$ cat src/rtl/dhms_pkg.sv
package dhms_pkg;

    localparam int HR_W   = 5;
    localparam int MS_W   = 6;
    localparam int SEC_LIM = 60;
    localparam int MIN_LIM = 60;
    localparam int HR_LIM  = 24;

    localparam logic [MS_W-1:0] SEC_LAST = MS_W'(SEC_LIM - 1);
    localparam logic [MS_W-1:0] MIN_LAST = MS_W'(MIN_LIM - 1);
    localparam logic [HR_W-1:0] HR_LAST  = HR_W'(HR_LIM - 1);

    // time of day inside one day
    typedef struct packed {
        logic [HR_W-1:0] hr;
        logic [MS_W-1:0] min;
        logic [MS_W-1:0] sec;
    } tod_t;

    // mask bit positions
    typedef enum int {
        F_SEC = 0,
        F_MIN = 1,
        F_HR  = 2,
        F_DAY = 3
    } field_e;

    // advance a time of day by one second; carry out on day rollover
    function automatic tod_t tod_step(input tod_t t, output logic day_carry);
        tod_t n;
        logic c_min;
        logic c_hr;
        n = t;
        c_min = (t.sec >= SEC_LAST);
        n.sec = c_min ? '0 : t.sec + 1'b1;
        c_hr = c_min && (t.min >= MIN_LAST);
        if (c_min) n.min = (t.min >= MIN_LAST) ? '0 : t.min + 1'b1;
        day_carry = c_hr && (t.hr >= HR_LAST);
        if (c_hr) n.hr = (t.hr >= HR_LAST) ? '0 : t.hr + 1'b1;
        return n;
    endfunction

endpackage

$ cat src/rtl/dhms_counter.sv
module dhms_counter
    import dhms_pkg::*;
#(
    parameter int DAY_W = 9
) (
    input  logic             clk,
    input  logic             rst,
    input  logic             tick,
    input  logic             load_en,
    input  logic [DAY_W-1:0] load_day,
    input  tod_t             load_tod,
    output logic [DAY_W-1:0] day_q,
    output tod_t             tod_q,
    output logic [DAY_W-1:0] day_nx,
    output tod_t             tod_nx
);

    logic carry;

    always_comb begin
        tod_nx = tod_step(tod_q, carry);
        day_nx = carry ? day_q + 1'b1 : day_q;
    end

    always_ff @(posedge clk) begin
        if (rst) begin
            day_q <= '0;
            tod_q <= '0;
        end else if (load_en) begin
            day_q <= load_day;
            tod_q <= load_tod;
        end else if (tick) begin
            day_q <= day_nx;
            tod_q <= tod_nx;
        end
    end

endmodule

$ cat src/rtl/dhms_match.sv
module dhms_match
    import dhms_pkg::*;
#(
    parameter int DAY_W = 9
) (
    input  logic [DAY_W-1:0] day_a,
    input  tod_t             tod_a,
    input  logic [DAY_W-1:0] day_b,
    input  tod_t             tod_b,
    input  logic [3:0]       mask,
    output logic             hit
);

    logic [3:0] eq;

    always_comb begin
        eq[F_SEC] = (tod_a.sec == tod_b.sec);
        eq[F_MIN] = (tod_a.min == tod_b.min);
        eq[F_HR]  = (tod_a.hr  == tod_b.hr);
        eq[F_DAY] = (day_a     == day_b);
        hit = &(eq | mask);
    end

endmodule

$ cat src/rtl/dhms_flag.sv
module dhms_flag (
    input  logic clk,
    input  logic rst,
    input  logic set_req,
    input  logic clr_req,
    output logic flag_q
);

    always_ff @(posedge clk) begin
        if (rst)          flag_q <= 1'b0;
        else if (set_req) flag_q <= 1'b1;
        else if (clr_req) flag_q <= 1'b0;
    end

endmodule

$ cat src/rtl/dhms_alarm_rtc.sv
module dhms_alarm_rtc
    import dhms_pkg::*;
#(
    parameter int DAY_W = 9
) (
    input  logic             clk,
    input  logic             rst,
    input  logic             tick,
    input  logic             load_en,
    input  logic [DAY_W-1:0] load_day,
    input  logic [4:0]       load_hr,
    input  logic [5:0]       load_min,
    input  logic [5:0]       load_sec,
    input  logic [DAY_W-1:0] alm_day,
    input  logic [4:0]       alm_hr,
    input  logic [5:0]       alm_min,
    input  logic [5:0]       alm_sec,
    input  logic [3:0]       alm_mask,
    input  logic             flag_clr,
    output logic [DAY_W-1:0] cur_day,
    output logic [4:0]       cur_hr,
    output logic [5:0]       cur_min,
    output logic [5:0]       cur_sec,
    output logic             alarm_flag
);

    tod_t             load_tod, alm_tod, tod_q, tod_nx;
    logic [DAY_W-1:0] day_q, day_nx;
    logic             hit;
    logic             advance;

    assign load_tod = '{hr: load_hr, min: load_min, sec: load_sec};
    assign alm_tod  = '{hr: alm_hr,  min: alm_min,  sec: alm_sec};
    assign advance  = tick && !load_en;

    dhms_counter #(.DAY_W(DAY_W)) u_cnt (
        .clk(clk), .rst(rst), .tick(tick), .load_en(load_en),
        .load_day(load_day), .load_tod(load_tod),
        .day_q(day_q), .tod_q(tod_q), .day_nx(day_nx), .tod_nx(tod_nx)
    );

    dhms_match #(.DAY_W(DAY_W)) u_cmp (
        .day_a(day_nx), .tod_a(tod_nx), .day_b(alm_day), .tod_b(alm_tod),
        .mask(alm_mask), .hit(hit)
    );

    dhms_flag u_flag (
        .clk(clk), .rst(rst), .set_req(advance && hit), .clr_req(flag_clr),
        .flag_q(alarm_flag)
    );

    assign cur_day = day_q;
    assign cur_hr  = tod_q.hr;
    assign cur_min = tod_q.min;
    assign cur_sec = tod_q.sec;

endmodule

$ cat config.mk
export PLATFORM = sky130hd
export DESIGN_NAME = dhms_alarm_rtc
export DESIGN_NICKNAME = d
export VERILOG_FILES = /design/src/rtl/dhms_pkg.sv /design/src/rtl/dhms_counter.sv /design/src/rtl/dhms_match.sv /design/src/rtl/dhms_flag.sv /design/src/rtl/dhms_alarm_rtc.sv
export SDC_FILE = /design/constraint.sdc
export NUM_CORES = 1
export LEC_CHECK = 0
export BUFFER_PORTS_ARGS = -buffer_cell sky130_fd_sc_hd__buf_4
export CAP_MARGIN = 20
export CELL_PAD_IN_SITES_DETAIL_PLACEMENT = 1
export CELL_PAD_IN_SITES_GLOBAL_PLACEMENT = 2
export CORE_ASPECT_RATIO = 1.75
export CORE_UTILIZATION = 30
export CTS_BUF_LIST = sky130_fd_sc_hd__clkbuf_8
export CTS_CLUSTER_SIZE = 40
export DETAILED_ROUTE_END_ITERATION = 8
export PLACE_DENSITY_LB_ADDON = 0.2
export SLEW_MARGIN = 25
export SYNTH_ARGS = -nofsm -noshare
export SYNTH_HDL_FRONTEND = slang
export SYNTH_SLANG_ARGS = --single-unit
$ cat constraint.sdc
create_clock -name clk -period 6 [get_ports clk]
set_input_delay 1.2 -clock clk [delete_from_list [all_inputs] [get_ports clk]]
set_output_delay 1.2 -clock clk [all_outputs]
set_load 0.01 [all_outputs]
==> key figures <==
Status
  • Status: finished with violations
  • Failing checks: design-rule violations

Power and ir drop
  • Tot Pwr: approximately 0.47 mW
  • PwrDens: roughly 150 mW/mm2
  • Worst vdd ir: between 60 and 70 uV
  • P_leak: approximately 1.3 nW

Timing
  • Final Hold Vio Count: 0
  • Worst slew pin tran: ~940 ps
  • Final setup viols: 0
  • Peak Freq: ~0.31 GHz
  • Tmin final: 3200 ps
  • Slew headroom: 0.371
  • Worst Skew: between 4 and 5 ps
  • RSZ-0062 raised after global routing: false
  • Part of the cycle the worst path needs: 0.534
  • Setup TNS Final: 0 ps
  • Slew Limit Fails: 0
  • WHS: between 600 and 700 ps

Run
  • Max-capacitance violation count: 0

Finish
  • Commonest non-fill, non-tap cell in the layout: buf_4
  • Multi-input gate area: 0.00180 mm2
  • Fin nets: 479
  • Diodes inserted: 0
  • Final instance area: between 0.003 and 0.004 mm2
  • Non-Filler Instances: 503
  • FF+latch area: between 500 and 600 um2
  • Fillers: 1022
  • Share of cells above drive strength 1: 0.242
  • Synth-to-layout area growth: 28.3%
  • Commonest cells after routing, fill and taps aside: 87 x buf_4, 52 x nor2_1, 40 x a21oi_1

Setup path
  • Critical path class: flop to flop
  • Crit start category: flop
  • Critical path data required time: ~6200 ps
  • Crit path arrival time: approximately 3400 ps
  • Crit end category: flop
  • Max FO, Critical Path: 17

Global route
  • Global-route wire length before repair: 14.2 mm
  • Vias in the first global route: between 2k and 3k
  • GRT Util Overall: 0.208
  • Gr ovfl total: 0
  • Largest net degree at the start of global routing: 53
  • Initial antenna violation count: 0

Clock tree
  • Clock slew at reported path FFs: roughly 100 ps
  • PostCTS Resize Cnt: 0
  • H-tree Lvls: 1
  • Worst-case clock buffer depth: 2
  • CTS tree: done
  • # hold bufs at CTS: 0
  • CTS root buf: clkbuf_8
  • Clock Latency Late Sink: ~280 ps
  • Clock sinks: 27
  • Num CTS Buffers: 3
  • Post-CTS Setup Bufs: 0

Placed design
  • Placed Area: between 0.003 and 0.004 mm2
  • DP Wirelength: between 6 and 7 mm
  • RePlAce Congestion: around 0.81
  • Port bufs: just under 90
  • Cell count after placement: ~500

Floorplanning
  • Starting Density: 0.310
  • Total core area: roughly 0.008 mm2
  • I/O Pins: slightly below 90
  • Die X: between 70 and 80 um
  • Die area: roughly 0.0086 mm2
  • Rows: 43
  • Chip height: 122 um

Worst hold path
  • HP Class: flop to flop

Yosys
  • Syn Area/Cell: between 7 and 8 um2
  • Top_reg_cell synth: dfxtp_1
  • Synthesized Nets: slightly above 400
  • Synth warnings: 0
  • Top cell type's share of synthesized area: 0.219
  • Count of unique library cells instantiated by Yosys: 58
  • Seq/Total Area, Yosys: 0.219
  • Synth Instances: roughly 350
  • Synth area leader: dfxtp_1
  • Cell area after synthesis: 0.00247 mm2
  • Post-synthesis register bit count: 27
  • EDFF count, synth: 0
  • Fraction of registers with async set or reset after synthesis: 0
  • Synth area leaders: dfxtp_1 22%, a21oi_1 8.1%, nor2_1 7.9%

Routing
  • First DRT Iteration DRCs: 89
  • DRC Markers: 10
  • Post-route ant nets: 0
  • Number of vias in the routed layout: approximately 2.8k
  • Pre-antenna DRT Iters: 6
  • WL/cell: roughly 17 um
  • Routed WL: just under 9 mm
  • Via density: roughly 5.7
-- path summary, 6_finish.rpt --
check	from	to	slack, ps	cells after the start
setup / recovery	u_cnt.tod_q[0]	u_flag.flag_q	2800	8
hold / removal	u_flag.flag_q	u_flag.flag_q	670	2
setup reg to reg	u_cnt.tod_q[0]	u_flag.flag_q	2800	8
hold reg to reg	u_flag.flag_q	u_flag.flag_q	670	2
-- report_power, final --
part	internal, mW	switching [mW]
registers	0.189	0.0225
clock network	0.0468	0.0641
logic	0.0747	0.0683
total	0.311	0.155
-- stage by stage --
stage	util	setup WS, ps
global placement	0.392	3020
finish	0.397	2800
detailed placement	0.392	2800
global route	0.397	2420
floorplan	-	3560
CTS	0.397	2760
-- per-layer routing --
metal | share of wire | GRT usage | wire length [um] | up-vias
met4 | 0.0092 | 0.0513 | 80 | 0
met1 | 0.39 | 0.226 | 3400 | 1369
li1 | - | - | - | 1405
met5 | 0 | 0 | 0 | -
met3 | 0.035 | 0.0132 | 309 | 5
met2 | 0.57 | 0.425 | 4930 | 68
-- cell usage after synthesis, drive strengths merged (3+ instances only) --
library cell   n
nor2          52
clkbuf        12
nand4b         4
or3            4
xnor2         19
o21ai         23
dfxtp         27
mux2i          7
a21oi         40
a211oi         3
nor3b          3
nand2b         3
and3           7
xor2          13
buf           13
ha             4
o2111ai        4
nor3          11
a31oi         10
nand4         12
nand3         14
nand2         23
-- sequential cells by signal, summed over array words and instances (netlist names) --
signal         cells
u_cnt.day_q        9
u_cnt.tod_q       17
u_flag.flag_q      1
-- final cells by class --
cell class / count / area share
multi-input cells: 293 / 0.570
repair buffers: 87 / 0.206
flip-flops and latches: 27 / 0.171
well taps: 90 / 0.0356
clock buffers: 3 / 0.0130
inverters: 2 / 0.00237
clock inverters: 1 / 0.00158
-- cell families after synthesis --
logic type | count (synthesis) | synth area share
simple gates | 147 | 0.305
compound gates | 100 | 0.251
xor+xnor | 32 | 0.114
buf+inv | 27 | 0.0492
flops | 27 | 0.219
mux | 9 | 0.0375
fa+ha+maj | 5 | 0.0244
-- critical path, stage by stage (launching register included) --
cell and delay [ps]:
dfxtp_1 410, ha_1 390, o2111ai_2 420, nor2_1 870, a32oi_1 260, xor2_1 210, a31oi_1 130, nor4b_2 270
a31o_1 180
(Power assumes the default switching activity.)
